<file path="src/rtl/sdram_trk_pkg.sv">
// Shared types for the SDRAM bank tracker.
// Assumes four-state bank tracking and a 3-bit violation code.
package sdram_trk_pkg;

    typedef enum logic [1:0] {
        BK_IDLE    = 2'd0,
        BK_OPENING = 2'd1,
        BK_OPEN    = 2'd2,
        BK_CLOSING = 2'd3
    } bank_st_e;

    typedef enum logic [2:0] {
        CMD_NOP, CMD_ACT, CMD_RD, CMD_WR, CMD_PRE, CMD_REF, CMD_OTHER
    } cmd_e;

    typedef enum logic [2:0] {
        VC_NONE  = 3'd0,
        VC_STATE = 3'd1,
        VC_RCD   = 3'd2,
        VC_RAS   = 3'd3,
        VC_WREC  = 3'd4,
        VC_RP    = 3'd5,
        VC_RRD   = 3'd6,
        VC_RC    = 3'd7
    } vcode_e;

endpackage

</file>
<file path="src/rtl/sdram_cmd_decode.sv">
// Decodes the strobe lines of one command slot into a command kind.
// Assumes active-low strobes; deselect and unused codes become NOP/OTHER.
module sdram_cmd_decode
    import sdram_trk_pkg::*;
(
    input  logic cs_n,
    input  logic ras_n,
    input  logic cas_n,
    input  logic we_n,
    output cmd_e kind
);

    // Map the strobe pattern to a command kind.
    always_comb begin
        if (cs_n) begin
            kind = CMD_NOP;
        end else begin
            unique case ({ras_n, cas_n, we_n})
                3'b011:  kind = CMD_ACT;
                3'b101:  kind = CMD_RD;
                3'b100:  kind = CMD_WR;
                3'b010:  kind = CMD_PRE;
                3'b001:  kind = CMD_REF;
                3'b111:  kind = CMD_NOP;
                default: kind = CMD_OTHER;
            endcase
        end
    end

endmodule

</file>
<file path="src/rtl/sdram_bank_ctx.sv">
// State, open row and interval counters of one SDRAM bank.
// Assumes the caller asserts a *_go strobe only for commands it judged legal.
// A counter loaded with N-1 reaches zero in the N-th cycle after the load.
module sdram_bank_ctx
    import sdram_trk_pkg::*;
#(
    parameter int ROW_W = 13,
    parameter int T_RCD = 3,
    parameter int T_RAS = 6,
    parameter int T_RP  = 3,
    parameter int T_WR  = 2,
    parameter int T_RC  = 9,
    parameter int BURST = 4
) (
    input  logic             clk,
    input  logic             rst_n,
    input  logic             act_go,
    input  logic             col_go,
    input  logic             col_wr,
    input  logic             col_ap,
    input  logic             pre_go,
    input  logic [ROW_W-1:0] row_in,
    output bank_st_e         st,
    output logic [ROW_W-1:0] row_q,
    output logic             is_open,
    output logic             act_ready,
    output logic             col_ready,
    output logic             ras_done,
    output logic             wr_done,
    output logic             rc_done
);

    localparam int CW = $clog2(BURST + T_WR + T_RP + T_RC + T_RAS + T_RCD + 2);
    localparam logic [CW-1:0] LD_RCD = CW'(T_RCD - 1);
    localparam logic [CW-1:0] LD_RAS = CW'(T_RAS - 1);
    localparam logic [CW-1:0] LD_RC  = CW'(T_RC - 1);
    localparam logic [CW-1:0] LD_RP  = CW'(T_RP - 1);
    localparam logic [CW-1:0] LD_WR  = CW'(BURST + T_WR - 2);
    localparam logic [CW-1:0] LD_RAP = CW'(BURST + T_RP - 1);
    localparam logic [CW-1:0] LD_WAP = CW'(BURST + T_WR + T_RP - 2);

    logic [CW-1:0] rcd_c, ras_c, rc_c, rp_c, wr_c;

    // Advance the bank state and reload or count down the interval counters.
    always_ff @(posedge clk) begin
        if (!rst_n) begin
            st    <= BK_IDLE;
            row_q <= '0;
            rcd_c <= '0;
            ras_c <= '0;
            rc_c  <= '0;
            rp_c  <= '0;
            wr_c  <= '0;
        end else begin
            rcd_c <= (rcd_c != '0) ? rcd_c - 1'b1 : rcd_c;
            ras_c <= (ras_c != '0) ? ras_c - 1'b1 : ras_c;
            rc_c  <= (rc_c  != '0) ? rc_c  - 1'b1 : rc_c;
            rp_c  <= (rp_c  != '0) ? rp_c  - 1'b1 : rp_c;
            wr_c  <= (wr_c  != '0) ? wr_c  - 1'b1 : wr_c;
            if (act_go) begin
                st    <= BK_OPENING;
                row_q <= row_in;
                rcd_c <= LD_RCD;
                ras_c <= LD_RAS;
                rc_c  <= LD_RC;
            end else if (col_go && col_ap) begin
                st   <= BK_CLOSING;
                rp_c <= col_wr ? LD_WAP : LD_RAP;
            end else if (pre_go && is_open) begin
                st   <= BK_CLOSING;
                rp_c <= LD_RP;
            end else if (st == BK_OPENING && rcd_c == '0) begin
                st <= BK_OPEN;
            end else if (st == BK_CLOSING && rp_c == '0) begin
                st <= BK_IDLE;
            end
            if (col_go && col_wr) begin
                wr_c <= LD_WR;
            end
        end
    end

    // Readiness flags the tracker uses to judge the next command.
    always_comb begin
        is_open   = (st == BK_OPENING) || (st == BK_OPEN);
        act_ready = (st == BK_IDLE) || (st == BK_CLOSING && rp_c == '0);
        col_ready = (st == BK_OPEN) || (st == BK_OPENING && rcd_c == '0);
        ras_done  = (ras_c == '0);
        wr_done   = (wr_c == '0);
        rc_done   = (rc_c == '0);
    end

    AST_OPEN_FROM_OPENING: assert property (@(posedge clk) disable iff (!rst_n)
        (st == BK_OPEN && $past(st) != BK_OPEN) |-> $past(st) == BK_OPENING);
    AST_IDLE_AFTER_RP: assert property (@(posedge clk) disable iff (!rst_n)
        (st == BK_IDLE && $past(st) == BK_CLOSING) |-> $past(rp_c) == '0);
    AST_COL_ON_READY_BANK: assert property (@(posedge clk) disable iff (!rst_n)
        col_go |-> (st == BK_OPEN || (st == BK_OPENING && rcd_c == '0)));
    AST_PRE_AFTER_RAS: assert property (@(posedge clk) disable iff (!rst_n)
        (pre_go && is_open) |-> (ras_c == '0 && wr_c == '0));

endmodule

</file>
<file path="src/rtl/sdram_bank_tracker.sv">
// Watches an SDRAM command stream and judges each command against the
// per-bank state and the cycle-counted spacing rules.
// Assumes the burst length is fixed by parameter and one command per cycle.
module sdram_bank_tracker
    import sdram_trk_pkg::*;
#(
    parameter int BANK_W = 2,
    parameter int ROW_W  = 13,
    parameter int AP_BIT = 10,
    parameter int T_RCD  = 3,
    parameter int T_RAS  = 6,
    parameter int T_RP   = 3,
    parameter int T_RRD  = 2,
    parameter int T_WR   = 2,
    parameter int T_RC   = 9,
    parameter int BURST  = 4
) (
    input  logic                      clk,
    input  logic                      rst_n,
    input  logic                      cs_n,
    input  logic                      ras_n,
    input  logic                      cas_n,
    input  logic                      we_n,
    input  logic [ROW_W-1:0]          addr,
    input  logic [BANK_W-1:0]         ba,
    output logic                      cmd_legal,
    output logic                      viol,
    output logic [2:0]                viol_code,
    output logic [2*(1<<BANK_W)-1:0]  bank_state,
    output logic [ROW_W-1:0]          sel_row
);

    localparam int NB  = 1 << BANK_W;
    localparam int RW  = $clog2(T_RRD + 2);
    localparam logic [RW-1:0] LD_RRD  = RW'(T_RRD - 1);
    localparam logic [RW-1:0] GAP_SAT = RW'(T_RRD);

    cmd_e              kind;
    vcode_e            code;
    logic              a10;
    logic [RW-1:0]     rrd_c;
    logic [RW-1:0]     act_gap;
    logic [NB-1:0]     act_go_v, col_go_v, pre_go_v;
    logic [NB-1:0]     open_v, idle_v, act_rdy_v, col_rdy_v, ras_ok_v, wr_ok_v, rc_ok_v;
    logic [ROW_W-1:0]  row_a [NB];
    logic [NB*ROW_W-1:0] row_flat;

    assign a10 = addr[AP_BIT];

    sdram_cmd_decode u_dec (
        .cs_n  (cs_n),
        .ras_n (ras_n),
        .cas_n (cas_n),
        .we_n  (we_n),
        .kind  (kind)
    );

    // Judge the candidate command and pick the reason code.
    always_comb begin
        code = VC_NONE;
        unique case (kind)
            CMD_ACT: begin
                if (open_v[ba])            code = VC_STATE;
                else if (!act_rdy_v[ba])   code = VC_RP;
                else if (!rc_ok_v[ba])     code = VC_RC;
                else if (rrd_c != '0)      code = VC_RRD;
            end
            CMD_RD, CMD_WR: begin
                if (!col_rdy_v[ba])        code = open_v[ba] ? VC_RCD : VC_STATE;
            end
            CMD_PRE: begin
                for (int i = 0; i < NB; i++) begin
                    if (code == VC_NONE && (a10 || ba == BANK_W'(i)) && open_v[i]) begin
                        if (!ras_ok_v[i])      code = VC_RAS;
                        else if (!wr_ok_v[i])  code = VC_WREC;
                    end
                end
            end
            CMD_REF: begin
                if (!(&idle_v))            code = VC_STATE;
            end
            default: ;
        endcase
        cmd_legal = (code == VC_NONE);
    end

    // Steer accepted commands to the banks they affect.
    always_comb begin
        for (int i = 0; i < NB; i++) begin
            act_go_v[i] = cmd_legal && kind == CMD_ACT && ba == BANK_W'(i);
            col_go_v[i] = cmd_legal && (kind == CMD_RD || kind == CMD_WR) && ba == BANK_W'(i);
            pre_go_v[i] = cmd_legal && kind == CMD_PRE && (a10 || ba == BANK_W'(i));
        end
    end

    // Cross-bank activate spacing counter.
    always_ff @(posedge clk) begin
        if (!rst_n)             rrd_c <= '0;
        else if (|act_go_v)     rrd_c <= LD_RRD;
        else if (rrd_c != '0)   rrd_c <= rrd_c - 1'b1;
    end

    // Register the violation pulse and its reason.
    always_ff @(posedge clk) begin
        if (!rst_n) begin
            viol      <= 1'b0;
            viol_code <= 3'd0;
        end else begin
            viol      <= !cmd_legal;
            viol_code <= code;
        end
    end

    for (genvar g = 0; g < NB; g++) begin : g_bank
        bank_st_e st_g;
        sdram_bank_ctx #(
            .ROW_W (ROW_W), .T_RCD (T_RCD), .T_RAS (T_RAS), .T_RP (T_RP),
            .T_WR  (T_WR),  .T_RC  (T_RC),  .BURST (BURST)
        ) u_bank (
            .clk       (clk),
            .rst_n     (rst_n),
            .act_go    (act_go_v[g]),
            .col_go    (col_go_v[g]),
            .col_wr    (kind == CMD_WR),
            .col_ap    (a10),
            .pre_go    (pre_go_v[g]),
            .row_in    (addr),
            .st        (st_g),
            .row_q     (row_a[g]),
            .is_open   (open_v[g]),
            .act_ready (act_rdy_v[g]),
            .col_ready (col_rdy_v[g]),
            .ras_done  (ras_ok_v[g]),
            .wr_done   (wr_ok_v[g]),
            .rc_done   (rc_ok_v[g])
        );
        assign idle_v[g]               = (st_g == BK_IDLE);
        assign bank_state[2*g +: 2]    = st_g;
        assign row_flat[g*ROW_W +: ROW_W] = row_a[g];
    end

    assign sel_row = row_a[ba];

    // Checker: cycles since the last accepted activate, saturating.
    always_ff @(posedge clk) begin
        if (!rst_n)                 act_gap <= GAP_SAT;
        else if (|act_go_v)         act_gap <= RW'(1);
        else if (act_gap < GAP_SAT) act_gap <= act_gap + 1'b1;
    end

    AST_RRD_SPACING: assert property (@(posedge clk) disable iff (!rst_n)
        (|act_go_v) |-> act_gap >= GAP_SAT);
    AST_ILLEGAL_KEEPS_ROWS: assert property (@(posedge clk) disable iff (!rst_n)
        viol |-> $stable(row_flat));
    AST_SINGLE_ACT: assert property (@(posedge clk) disable iff (!rst_n)
        $onehot0(act_go_v));
    AST_REF_ALL_IDLE: assert property (@(posedge clk) disable iff (!rst_n)
        (kind == CMD_REF && cmd_legal) |-> bank_state == '0);

endmodule

</file>
<file path="config.mk">
export PLATFORM = sky130hd
export DESIGN_NAME = sdram_bank_tracker
export DESIGN_NICKNAME = d
export VERILOG_FILES = /design/src/rtl/sdram_trk_pkg.sv /design/src/rtl/sdram_cmd_decode.sv /design/src/rtl/sdram_bank_ctx.sv /design/src/rtl/sdram_bank_tracker.sv
export SDC_FILE = /design/constraint.sdc
export NUM_CORES = 1
export LEC_CHECK = 0
export ABC_AREA = 1
export BUFFER_PORTS_ARGS = -buffer_cell sky130_fd_sc_hd__buf_2
export CORE_ASPECT_RATIO = 1.4
export CORE_MARGIN = 1
export CORE_UTILIZATION = 50
export DETAILED_ROUTE_END_ITERATION = 6
export PLACE_DENSITY = 0.67
export SLEW_MARGIN = 0
export SYNTH_ARGS = -nofsm -noshare
export SYNTH_HDL_FRONTEND = slang
export SYNTH_HIERARCHICAL = 1
export SYNTH_SLANG_ARGS = --single-unit
</file>
<file path="constraint.sdc">
create_clock -name clk -period 7.8 [get_ports clk]
set_clock_uncertainty 0.1 [all_clocks]
set_input_delay 0.39 -clock clk [delete_from_list [all_inputs] [get_ports clk]]
set_output_delay 0.39 -clock clk [all_outputs]
set_load 0.05 [all_outputs]
</file>
== Yosys cells after proc, flatten, opt, wreduce, memory -nomap -nowiden ==
Cells that the tools add are included.

* Add/subtract/negate cells: 21
* $mul: 0
* Divide/modulo/power cells: 0
* Magnitude comparators: 2
* Equal/unequal tests: 26
* Shift operators: 0
* Muxes and demuxes: 107
* Bitwise logic cells: 2
* Reduce and logical (&&, ||, !) cells: 147

{| class="wikitable"
|+ Operator list
! operator !! number
|-
| nonzero test 5 bit || 24
|-
| two-way mux 3 bit || 36
|-
| zero test 5 bit || 20
|-
| subtractor 5 x 1 -> 5 bit (second input constant) || 20
|-
| two-way mux 5 bit || 16
|-
| two-way mux 2 bit || 26
|-
| logical AND 1 bit || 42
|-
| nonzero test 2 bit || 18
|-
| two-way mux 4 bit || 8
|-
| binary-select mux 13 bit (select 2 bit) || 1
|-
| two-way mux 13 bit || 2
|-
| equality test 2 bit (second input constant) || 10
|-
| case mux 3 bit (6 select lines) || 1
|-
| OR reduction 2 bit || 9
|-
| logical OR 1 bit || 17
|-
| nonzero test 4 bit || 4
|-
| equality test 3 bit (second input constant) || 5
|-
| equality test 3 x 2 -> 1 bit (second input constant) || 4
|-
| zero test 3 bit || 4
|-
| two-way mux 1 bit || 12
|-
| case mux 3 bit (4 select lines) || 1
|-
| equality test 2 x 1 -> 1 bit (second input constant) || 5
|-
| zero test 2 bit || 5
|-
| binary-select mux 1 bit (select 2 bit) || 4
|-
| other kinds (10) || 11
|}

* Register bits: 166
* Bits in latches: 0
* Memory bits (writable): 0
* ROM bits: 0
* Output and inout bits: 26
* Memories: 0

== Logic depth before layout (Yosys ltp) ==
Gate-level depths: netlist (run 1).

* Depth in word-level cells: 27
* Mapped depth: 25
* Gate-level depth less buffers: 25

== Cells and area by module ==
The synthesis (run 1) kept the hierarchy.

{| class="wikitable"
|+ By module, submodules not included
! module !! times used !! cells each !! area each (sq um) !! seq. area each (sq um)
|-
| sdram_bank_ctx at g_bank[0].u_bank ... || 3 || 236 || 1836.8 || 800.8
|-
| sdram_bank_ctx at g_bank[3].u_bank || 1 || 231 || 1821.7 || 800.8
|-
| sdram_bank_tracker || 1 || 168 || 948.4 || 120.1
|-
| sdram_cmd_decode || 1 || 13 || 52.6 || 0.0
|}

== Worst setup path before layout (run 1) ==
OpenSTA, ideal clock, no wires.

* Path kind: register to register
* From: register g_bank[0].u_bank.st[0]
* To: register g_bank[3].u_bank.rp_c[0]
* Library setup time: 113 ps
* Data arrival time: 3051 ps
* Path slack: 4536 ps
* Stages on the path, launching flop included: 21
* Buffers on the path: 0
* Cell sequence: dfxtp_1 -> inv_1 -> ha_1 -> nand3_1 -> nand2_1 -> inv_1 -> a21boi_0 -> nand2_1 -> o21bai_1 -> nand2_1 -> nand3_2 -> nor2_4 -> nand2_1 -> nor2_1 -> nand2_1 -> nand2_1 -> nand2_1 -> nand2_1 -> inv_1 -> nand2_1 -> nand2_1

* Elaborated cells on any way between the ends: 57
* Those cells by class: eq/ne (3); mux (28); reduce/logical (26)

{| class="wikitable"
|+ RTL lines
! element !! line !! source
|-
| start, declared || sdram_bank_ctx.sv:23 || <nowiki>output bank_st_e st,</nowiki>
|-
| start signal, assigned || sdram_bank_ctx.sv:47 || <nowiki>st <= BK_IDLE;</nowiki>
|-
| start signal, assigned || sdram_bank_ctx.sv:61 || <nowiki>st <= BK_OPENING;</nowiki>
|-
| start signal, assigned || sdram_bank_ctx.sv:67 || <nowiki>st <= BK_CLOSING;</nowiki>
|-
| equality test 2 x 1 -> 1 bit / equality test 2 bit (equally long branches) || sdram_bank_ctx.sv:85 || <nowiki>is_open = (st == BK_OPENING) || (st == BK_OPEN);</nowiki>
|-
| logical OR 1 bit * || sdram_bank_ctx.sv:85 ||
|-
| via open_v[0] || sdram_bank_tracker.sv:44 || <nowiki>logic [NB-1:0] open_v, idle_v, act_rdy_v, col_rdy_v, ras_ok_v, wr_ok_v, rc_ok_v;</nowiki>
|-
| logical AND 1 bit || sdram_bank_tracker.sv:73 || <nowiki>if (code == VC_NONE && (a10 || ba == BANK_W'(i)) && open_v[i]) begin</nowiki>
|-
| two-way mux 3 bit || sdram_bank_tracker.sv:73 ||
|-
| two-way mux 3 bit || sdram_bank_tracker.sv:61 || <nowiki>unique case (kind)</nowiki>
|-
| zero test 3 bit || sdram_bank_tracker.sv:73 ||
|-
| logical AND 1 bit (2 in series) || sdram_bank_tracker.sv:73 ||
|-
| [... 11 more ...] || - ||
|-
| case mux 3 bit (4 select lines) * || sdram_bank_tracker.sv:61 ||
|-
| zero test 3 bit * || sdram_bank_tracker.sv:84 || <nowiki>cmd_legal = (code == VC_NONE);</nowiki>
|-
| via cmd_legal || sdram_bank_tracker.sv:26 || <nowiki>output logic cmd_legal,</nowiki>
|-
| logical AND 1 bit * (2 in series) || sdram_bank_tracker.sv:91 || <nowiki>col_go_v[i] = cmd_legal && (kind == CMD_RD || kind == CMD_WR) && ba == BANK_W'(i);</nowiki>
|-
| via col_go_v[3] || sdram_bank_tracker.sv:43 || <nowiki>logic [NB-1:0] act_go_v, col_go_v, pre_go_v;</nowiki>
|-
| logical AND 1 bit * || sdram_bank_ctx.sv:66 || <nowiki>end else if (col_go && col_ap) begin</nowiki>
|-
| two-way mux 5 bit * || sdram_bank_ctx.sv:66 ||
|-
| two-way mux 5 bit * || sdram_bank_ctx.sv:60 || <nowiki>if (act_go) begin</nowiki>
|-
| end signal, assigned || sdram_bank_ctx.sv:58 || <nowiki>rp_c <= (rp_c != '0) ? rp_c - 1'b1 : rp_c;</nowiki>
|-
| end signal, assigned || sdram_bank_ctx.sv:68 || <nowiki>rp_c <= col_wr ? LD_WAP : LD_RAP;</nowiki>
|-
| end, declared || sdram_bank_ctx.sv:42 || <nowiki>logic [CW-1:0] rcd_c, ras_c, rc_c, rp_c, wr_c;</nowiki>
|}

Mark *: on every way through the listed nets, which the timed path passes. The rest lies on a longest branch. The select of a mux whose other input is x is not followed.
A chain may end at the register's enable or synchronous reset.

== Worst setup path in the final report (run 1) ==
* From: register g_bank[0].u_bank.ras_c[0]
* To: register g_bank[3].u_bank.rp_c[3]

* Elaborated cells on any way between the ends: 37
* Those cells by class: mux (18); reduce/logical (19)

{| class="wikitable"
|+ RTL lines
! element !! line !! source
|-
| start, declared || sdram_bank_ctx.sv:42 ||
|-
| start signal, assigned || sdram_bank_ctx.sv:56 || <nowiki>ras_c <= (ras_c != '0) ? ras_c - 1'b1 : ras_c;</nowiki>
|-
| zero test 5 bit * || sdram_bank_ctx.sv:88 || <nowiki>ras_done = (ras_c == '0);</nowiki>
|-
| via ras_ok_v[0] || sdram_bank_tracker.sv:44 ||
|-
| two-way mux 3 bit * || sdram_bank_tracker.sv:74 || <nowiki>if (!ras_ok_v[i]) code = VC_RAS;</nowiki>
|-
| two-way mux 3 bit * || sdram_bank_tracker.sv:73 ||
|-
| two-way mux 3 bit * || sdram_bank_tracker.sv:61 ||
|-
| zero test 3 bit || sdram_bank_tracker.sv:73 ||
|-
| logical AND 1 bit (2 in series) || sdram_bank_tracker.sv:73 ||
|-
| two-way mux 3 bit * || sdram_bank_tracker.sv:73 ||
|-
| [... 6 more ...] || - ||
|-
| zero test 3 bit || sdram_bank_tracker.sv:73 ||
|-
| logical AND 1 bit (2 in series) || sdram_bank_tracker.sv:73 ||
|-
| two-way mux 3 bit * || sdram_bank_tracker.sv:73 ||
|-
| case mux 3 bit (4 select lines) * || sdram_bank_tracker.sv:61 ||
|-
| zero test 3 bit * || sdram_bank_tracker.sv:84 ||
|-
| logical AND 1 bit * (2 in series) || sdram_bank_tracker.sv:90 || <nowiki>act_go_v[i] = cmd_legal && kind == CMD_ACT && ba == BANK_W'(i);</nowiki>
|-
| via act_go_v[3] || sdram_bank_tracker.sv:43 ||
|-
| two-way mux 5 bit * || sdram_bank_ctx.sv:60 ||
|}

Marked as above.

==> results.txt, run 1 <==
* Number of warnings printed during yosys synthesis: 6
* Area leader, netlist: sky130_fd_sc_hd__dfxtp_1
* Met1 track demand over resource in global routing: 26.7%
- Residual DRC: 6
- For the final routed database, the setup TNS stands at 0 ns.
* Number of buffers between clock root and the deepest sink: 2
- Worst-skew pair later-pin latency: 0.43 ns
- Entering global routing, the biggest net connects 82 pins.
- The worst register-to-register path ends at g_bank[3].u_bank/rp_c[3]$_SDFF_PN0_.
- Ranking of synthesized cells by area: sky130_fd_sc_hd__dfxtp_1 40%, sky130_fd_sc_hd__nor2_1 8.5%, sky130_fd_sc_hd__nand2_1 8.4%, sky130_fd_sc_hd__inv_1 6.2%, sky130_fd_sc_hd__ha_1 6.0%
- Synthesis produced 1120 cells.
- For the worst setup path, the data arrival time is 3.88 ns.
* Flops & latches, synth: 166
- Leaving out fill and tap cells, the most frequent cell in the layout is sky130_fd_sc_hd__nor2_1.
- Setup violation total in the final timing report: 0
- Via count: 7201
- After detailed routing, the average wire length per cell comes to 13.9 um.
- From bottom edge to top edge, the die measures 155 um.
- For the pin with the worst max-slew slack, the measured transition is 0.871 ns.
* Vias in the first global route: 6905
* Run status: finished with violations
* Setup Buffers After CTS: 0
- Summing the sequential cell areas from Yosys gives 39.9% of the chip area.
* Ys flop type: sky130_fd_sc_hd__dfxtp_1
- Final antenna-violating net count: 0
- Post-Synthesis Cell Area: 8330 um^2
- The die covers 17200 um^2.
- The critical path starts at g_bank[0].u_bank/ras_c[0]$_SDFFE_PN0P_.
* Clk Tree Root Cell: sky130_fd_sc_hd__clkbuf_16
* Crit path launch type: register
- In this run the worst setup path terminates at g_bank[3].u_bank/rp_c[3]$_SDFF_PN0_.
- Count of final max-slew check failures: 0
- By area, the combinational part of the netlist is dominated by simple AND/OR/NAND/NOR gates.
- Post-CTS clock slew at the launch and capture registers of the worst setup and hold paths: 0.06 ns
* Share of the cycle needed by the critical path after routing: 46.4%
- Grt met3 use: 4.74%
- Yosys mapped a number of flops with a built-in enable equal to 0.
- The worst-case IR drop observed on VDD is 0.000171 V.
* Number of hold violations in the final report: 0
- Floorplan die width: 111 um
- Hold buffer count at CTS: 0
* Number of top-level design ports: 47
* Synth-to-layout area growth: 10.9%
* Reg2reg path depth: 24
* Area share of the largest cell type after synthesis: 39.9%
* Reg-to-reg slack, setup: 4.18 ns
- Worst hold margin: 0.144 ns
- The congestion estimate from routability-driven global placement came to 0.880.
- Setup repair after global routing left no endpoint under its margin.
* Min-delay worst type: in -> reg
- In the final layout, the share of cells above drive strength 1 is 13.6%.
- After detailed placement, the design holds a cell count of 1347.
- Core Util, Final: 56.9%
- Sum of routed wire length over all layers: 19.2 mm
- By startpoint and endpoint, the worst setup path is classified as reg -> reg.
* Total nets after synthesis: 1181
- The worst register-to-register path begins at g_bank[0].u_bank/ras_c[0]$_SDFFE_PN0P_.
- After synthesis, the share of flip-flops with an asynchronous set or reset is 0%.
* Met2 track demand over resource: 43.4%
- TritonCTS built the clock tree.
- Clock buffers created by TritonCTS: 17
- After global routing the overflow that remains totals 0.
- # H-tree levels: 4
- The analysis attributes to cell leakage a power of 4.41 nW.
* Fraction of the mapped netlist area in simple logic gates: 28.8%
* Areal power density over the cells: 358 nW/um^2
- The number of different library cells used by synthesis comes to 40.
- The tool flagged a number of max-cap violations equal to 0.
- Most utilized layer in the global route result: met2
- Clock sink count: 166
- Global routing consumed, over all layers together, 23.7% of the routing resources.
- Antenna fix cells: 0
- The synthesized netlist devotes 12.3% of its cell area to compound gates.
- The first global-routing pass estimated 32.7 mm of wire.
- STA classifies the critical path endpoint as a register.
* Share of the synthesized netlist area taken by xor and xnor gates: 3.47%
- The final reports fail on design-rule violations.
- NumNets Final: 1228
- Counting I/O delays and the setup requirement, the final critical path takes 3.62 ns.
- Before antenna repair, the detailed router went through 7 iterations.
- Along the worst path, the maximum fanout reaches 20.
- The synthesized netlist devotes 6.01% of its cell area to adder and majority cells.
- Count of input and output buffers: 46
- Resized cells post-CTS: 0
* CP required: 8.06 ns
* Starting Density: 51.3%
- Max Fclk: 276 MHz
- The design draws 0.00331 W.
- The core region is 16200 um^2.
* Final Instance Count excl. Fillers: 1379
- HPWL reported at the end of detailed placement: 13.7 mm
- The detailed router finished its first iteration with 379 violations.
- Leaving out fill and tap cells, the most frequent cells in the layout are 188 x sky130_fd_sc_hd__nor2_1, 187 x sky130_fd_sc_hd__nand2_1, 166 x sky130_fd_sc_hd__dfxtp_1.
* Slew Limit Headroom: 42.0%
- Mux share of post-synthesis cell area: 0%
- Dividing the synthesized area by the synthesized cell count gives 7.44 um^2.
- The initial antenna violation count is 0.
- Number of core rows: 55
* DR vias/cell: 5.22
-- routing by layer --
metal / up-vias / share of wire [%]
met5: - / 0
li1: 3707 / -
met4: 0 / 2.5
met1: 3313 / 42
met2: 149 / 51
met3: 32 / 4.2
-- synth_stat cells, types with 5 or more instances --
library cell,instances
sky130_fd_sc_hd__nor2_1,188
sky130_fd_sc_hd__nand2_2,9
sky130_fd_sc_hd__inv_2,10
sky130_fd_sc_hd__o21ai_0,61
sky130_fd_sc_hd__nor3b_2,5
sky130_fd_sc_hd__xor2_1,20
sky130_fd_sc_hd__a21oi_1,59
sky130_fd_sc_hd__a22oi_1,24
sky130_fd_sc_hd__inv_4,8
sky130_fd_sc_hd__nor3_1,21
sky130_fd_sc_hd__xnor2_1,13
sky130_fd_sc_hd__buf_6,11
sky130_fd_sc_hd__ha_1,40
sky130_fd_sc_hd__inv_1,137
sky130_fd_sc_hd__nand3_2,10
sky130_fd_sc_hd__nor2_2,16
sky130_fd_sc_hd__nand3_1,49
sky130_fd_sc_hd__a211oi_1,5
sky130_fd_sc_hd__nand2_1,187
sky130_fd_sc_hd__dfxtp_1,166
sky130_fd_sc_hd__nor2_4,5
sky130_fd_sc_hd__o21ai_1,10
sky130_fd_sc_hd__nand4_1,22
-- final cells by class --
type / count / area (um^2)
tap: 199 / 249
sequential: 166 / 3320
timing repair buffer: 52 / 275
clock inverter: 12 / 115
fill: 1568 / 7000
inverter: 155 / 602
multi-input combinational: 775 / 4210
clock buffer: 20 / 467
-- critical path: stages (launching register included) --
cell and delay, ns:
sky130_fd_sc_hd__dfxtp_1 0.31, sky130_fd_sc_hd__inv_1 0.08, sky130_fd_sc_hd__ha_1 0.26, sky130_fd_sc_hd__nand3_2 0.16, sky130_fd_sc_hd__inv_1 0.08, sky130_fd_sc_hd__inv_1 0.06
sky130_fd_sc_hd__nor2_1 0.08, sky130_fd_sc_hd__nand3_1 0.10, sky130_fd_sc_hd__nand2_1 0.08, sky130_fd_sc_hd__inv_1 0.05, sky130_fd_sc_hd__a21boi_0 0.25, sky130_fd_sc_hd__nand2_1 0.08
sky130_fd_sc_hd__o21bai_1 0.15, sky130_fd_sc_hd__nand2_1 0.10, sky130_fd_sc_hd__nand3_2 0.09, sky130_fd_sc_hd__nor2_4 0.15, sky130_fd_sc_hd__nand2_2 0.11, sky130_fd_sc_hd__nor2_1 0.12
sky130_fd_sc_hd__buf_4 0.29, sky130_fd_sc_hd__inv_1 0.32, sky130_fd_sc_hd__nand2_1 0.19, sky130_fd_sc_hd__nand2_1 0.08, sky130_fd_sc_hd__inv_1 0.11, sky130_fd_sc_hd__nand2_1 0.05
sky130_fd_sc_hd__nor2_1 0.08
-- sequential cells by signal, summed over array words and instances, names as in the netlist --
name and cells:
rrd_c 2, viol 1, g_bank.u_bank/ras_c 20, g_bank.u_bank/st 8, g_bank.u_bank/wr_c 20, g_bank.u_bank/rcd_c 20, g_bank.u_bank/rc_c 20, g_bank.u_bank/row_q 52
g_bank.u_bank/rp_c 20, viol_code 3
-- logic make-up after synthesis --
kind of cell	Yosys count
xor+xnor	33
flops	166
buf+inv	179
compound gates	177
fa+ha+maj	40
simple gates	525
-- how the worst min path moves through the flow --
stage	cells past startpoint	slack, ns	from	to
3_5_place_dp	2	0.35	g_bank[1].u_bank/wr_c[0]$_SDFFE_PP0P_	g_bank[1].u_bank/wr_c[0]$_SDFFE_PP0P_
6_report	3	0.14	addr[3]	g_bank[1].u_bank/row_q[3]$_SDFFE_PN0P_
2_1_floorplan	2	0.34	g_bank[0].u_bank/wr_c[0]$_SDFFE_PP0P_	g_bank[0].u_bank/wr_c[0]$_SDFFE_PP0P_
5_1_grt	3	0.14	addr[11]	g_bank[0].u_bank/row_q[11]$_SDFFE_PN0P_
4_1_cts	3	0.13	addr[0]	g_bank[2].u_bank/row_q[0]$_SDFFE_PN0P_
3_3_place_gp	2	0.35	g_bank[2].u_bank/wr_c[0]$_SDFFE_PP0P_	g_bank[2].u_bank/wr_c[0]$_SDFFE_PP0P_
-- report_power, final --
group          switching (W)  internal [W]
Combinational       0.000796      0.000499
Sequential          0.000141       0.00104
Clock               0.000361      0.000469
Total                0.00130       0.00201
-- metrics by stage --
step | setup slack [ns] | instance area (um^2)
floorplan | 4.54 | 8330
global placement | 4.07 | 8660
detailed placement | 4.04 | 8660
CTS | 4.19 | 9250
global route | 3.74 | 9250
finish | 4.18 | 9250
No activity file was read; power rests on OpenSTA's default activity.
==> run 2: changes to the inputs <==
Settings changed: ABC_AREA 1 to 0, PLACE_DENSITY 0.67 to 0.7.
Clock period 7.8 ns to 3 ns, I/O delays scaled along.
==> run 2 against run 1 <==
The flow finishes with violations (design-rule violations, negative setup slack). Die area shrank 0.17%. Largest cell class unchanged. First-iteration DRC count shrank 9.2%. Sequential share of layout area shrank 8.6 points. Fmax grew 0.87%. Critical path depth shrank 7. Power grew to 3.5 times the previous value. Synthesized cell count shrank 24%. Combinational power grew to 4.9 times the previous value. Routed wire length grew 31%.
==> results.txt, run 2 <==
- Post-CTS clock slew at the launch and capture registers of the worst setup and hold paths: 0.07 ns (about the same)
* Origin of the worst setup path: g_bank[0].u_bank/rp_c[0]$_SDFF_PN0_
- Unrepaired setup endpoints after global routing: yes
* Antenna fix cells: 0 (unchanged)
- The count of H-tree levels built during CTS was 4 (unchanged).
* HPWL reported at the end of detailed placement: 14.9 mm (+8.6%)
* Number of warnings printed during yosys synthesis: 6 (unchanged)
* Residual DRC: 4 (-2)
- The timing-limited maximum frequency came to 279 MHz (+0.87%).
* Start point of the worst min-delay path: addr[10]
- Slew Limit Headroom: 37.2% (-4.7 points)
- Fin area: 12300 um^2 (+33%)
- The worst-case clock buffer depth came to 2 (unchanged).
* EDFF count, synth: 0 (unchanged)
- The worst IR drop on VDD was 0.000518 V (+200%).
* GRT Total Usage: 29.4% (+5.6 points)
- Routed signal wires occupy layers up through met4.
* TritonCTS clock tree: yes
- Most common library cell in the layout ignoring fill and taps: sky130_fd_sc_hd__buf_4
* Share of the cycle needed by the critical path after routing: 120% (+73 points)
- The starting density of the core was 51.2% (-0.085 points).
- Final Wtd Congestion: 0.889 (+1.0%)
* CP required: 3.27 ns (-4.79 ns)
* Crit path launch type: register
- Traced cell by cell, the critical path runs through inv_2 > ha_4 > nor4b_4 > nand2_1 > nand2b_1 > mux4_2 > nand3b_4 > a211o_1 > a31o_1 > or4b_4 > buf_8 > buf_6 > nor3_4 > a22oi_2 > buf_4 > a21oi_2 > a41o_1.
- The final total negative setup slack came to -21.44 ns (-21.44 ns).
- First DRT Iteration DRCs: 344 (-9.2%)
* Startpoint-to-endpoint class of the critical path: reg -> reg
- Count of final max-slew check failures: 0 (unchanged)
- Min-delay worst type: in -> reg
- Reg-to-reg slack, setup: -0.59 ns (-4.77 ns)
- Ys flop type: sky130_fd_sc_hd__dfxtp_1
- Worst-skew pair later-pin latency: 0.43 ns (about the same)
- Wire length of the first global-routing pass: 39.5 mm (+21%)
- Number of distinct standard cells referenced by the synthesized netlist: 60 (+50%)
- sky130_fd_sc_hd__dfxtp_1 is the most common cell in the netlist.
- Post-synthesis sequential area ratio: 39.9% (+0.066 points)
- Overflow left after global routing: 0 (unchanged)
* Ranking of synthesized cells by area: sky130_fd_sc_hd__dfxtp_1 40%, sky130_fd_sc_hd__mux2i_1 7.1%, sky130_fd_sc_hd__ha_1 6.0%, sky130_fd_sc_hd__xnor2_1 5.1%, sky130_fd_sc_hd__nor4b_4 4.6%
- The setup violation total in the final timing report was 50 (+50).
* Startpoint of the most critical register-to-register path: g_bank[0].u_bank/rp_c[0]$_SDFF_PN0_
- The number of buffers inserted during clock tree synthesis was 17 (unchanged).
- NumNets Final: 1269 (+3.3%)
- The width of the die is 111 um (about the same).
- Commonest cells after routing, fill and taps aside: 292 x sky130_fd_sc_hd__buf_4, 149 x sky130_fd_sc_hd__dfxtp_1, 92 x sky130_fd_sc_hd__nor2_1
- Via count: 7672 (+6.5%)
- The share of async-settable or async-resettable flops after synthesis was 0% (unchanged).
- Vias in the first global route: 8280 (+20%)
* Post-layout min period: 3.59 ns (-0.0312 ns)
* Number of core rows: 55 (unchanged)
- The number of fill cells is 1023 (-35%).
- Routed length on met1: 9.39 mm (+16%)
* Run status: finished with violations
- Die area: 17200 um^2 (-0.17%)
- Max-Cap Viols: 0 (unchanged)
* Worst hold margin: 0.0313 ns (-0.113 ns)
- The number of iterations in the first detailed-routing pass came to 7 (unchanged).
* Final antenna-violating net count: 0 (unchanged)
* Critical Path End Type: register
- Syn_area_per_cell: 9.79 um^2 (+32%)
- The total placed instance area was 10300 um^2 (+19%).
- Clock sink count: 166 (unchanged)
- Synth-to-layout area growth: 48.0%
- The number of port buffers came to 46 (unchanged).
- Antenna violations before repair: 0 (unchanged)
* Met2 wirelength from detailed routing: 13.1 mm (+33%)
- Area share of the largest cell type after synthesis: 39.9% (+0.066 points)
- The post-synthesis instance area was 8320 um^2 (-0.17%).
* Total nets after synthesis: 911 (-23%)
* Flops & latches, synth: 166 (unchanged)
- The data arrival time of the worst path was 3.86 ns (-0.02 ns).
* Sum of routed wire length over all layers: 25.1 mm (+31%)
* Place WS: -0.549 ns (-4.59 ns)
- The share of post-route cells with drive strength above 1 came to 45.1% (+31 points).
- Largest stage delay, worst path: 0.56 ns (+0.24 ns)
- The number of flip-flops in the largest register came to 52 (unchanged).
* Worst path setup slack after routing: -0.586 ns (-4.77 ns)
* Die extent in y: 155 um (about the same)
- Area leader, netlist: sky130_fd_sc_hd__dfxtp_1
- The final core utilization was 75.8% (+19 points).
- The wire length per cell after detailed routing came to 17.7 um (+27%).
- The number of cells produced by synthesis is 850 (-24%).
- The final hold violation count is 0 (unchanged).
- Number of top-level design ports: 47 (unchanged)
- Ranked by instance count, the synthesized netlist is headed by 166 x sky130_fd_sc_hd__dfxtp_1, 96 x sky130_fd_sc_hd__nor2_1, 78 x sky130_fd_sc_hd__inv_1.
- Leakage Power: 5.34 nW (+21%)
- DR vias/cell: 5.40 (+3.5%)
- Areal power density over the cells: 949 nW/um^2 (+170%)
* Pin count of the biggest net entering global routing: 21 (-74%)
* Area inside the core boundary: 16200 um^2 (unchanged)
- The largest fanout on the critical path was 6 (-70%).
* Met3 wire length: 1.10 mm (+36%)
* Failing checks: design-rule violations, negative setup slack
- Largest Register: g_bank.u_bank/row_q
* Cell with the biggest individual delay on the critical path: sky130_fd_sc_hd__or4b_4
- Slew of the pin with the lowest slew margin: 0.941 ns (+0.0701 ns)
* Clk Tree Root Cell: sky130_fd_sc_hd__clkbuf_16
## run 2: what timing repair did
action / CTS / global route
setup buffers: 117 / 13
hold endpoints to repair: 48 / 0
pin swaps: 25 / 21
setup endpoints to repair: 64 / 132
resized for setup: 79 / 41
hold buffers: 12 / 0
## run 2: stage by stage
step	cells	power (W)
after CTS	1421	0.0113
after global placement	1264	0.00805
after floorplan	850	0.00622
final	1420	0.0117
after detailed placement	1264	0.00817
after global routing	1420	0.0123
## run 2: cell type report
| cell class | instances | area, um^2 | share of cell area (%) |
|---|---|---|---|
| Tap cell | 199 | 249 | 2.02 |
| Clock inverter | 12 | 139 | 1.13 |
| Inverter | 78 | 308 | 2.50 |
| Clock buffer | 20 | 457 | 3.71 |
| Timing Repair Buffer | 369 | 2780 | 22.6 |
| Multi-Input combinational cell | 576 | 5010 | 40.7 |
| Sequential cell | 166 | 3360 | 27.3 |
## run 2: cell families after synthesis
logic type	Yosys count	share of synthesized area [%]
AND/OR/NAND/NOR	290	21.3
AO/OA/AOI/OAI	117	9.94
flip-flops	166	39.9
multiplexers	80	12.3
adder cells (fa/ha/maj)	40	6.02
buffers and inverters	108	5.35
XOR/XNOR	49	5.16
## run 2: power breakdown
group	total (W)	internal, W	switching, W
combinational	0.00630	0.00358	0.00272
clock	0.00225	0.00128	0.000963
sequential	0.00313	0.00273	0.000401
total	0.0117	0.00760	0.00409
## run 2: worst paths after layout
check / to / depth (start not counted)
hold / removal: g_bank[0].u_bank/rp_c[0]$_SDFF_PN0_ / 3
hold reg to reg: g_bank[1].u_bank/wr_c[4]$_SDFFE_PP0P_ / 2
setup / recovery: g_bank[1].u_bank/st[0]$_SDFFE_PN0P_ / 17
setup reg to reg: g_bank[1].u_bank/st[0]$_SDFFE_PN0P_ / 17
## run 2: layer usage
metal,up-vias,GRT usage [%]
li1,3681,-
met1,3661,29.3
met2,216,54.9
met3,114,6.94
met4,0,18.1
met5,-,0
## run 2: critical path: cells and delay by family (launching register included)
kind | cells | cell delay, ns
mux | 1 | 0.28
buf+inv | 4 | 0.52
compound gates | 5 | 0.84
fa+ha+maj | 1 | 0.14
simple gates | 6 | 1.32
flops | 1 | 0.33
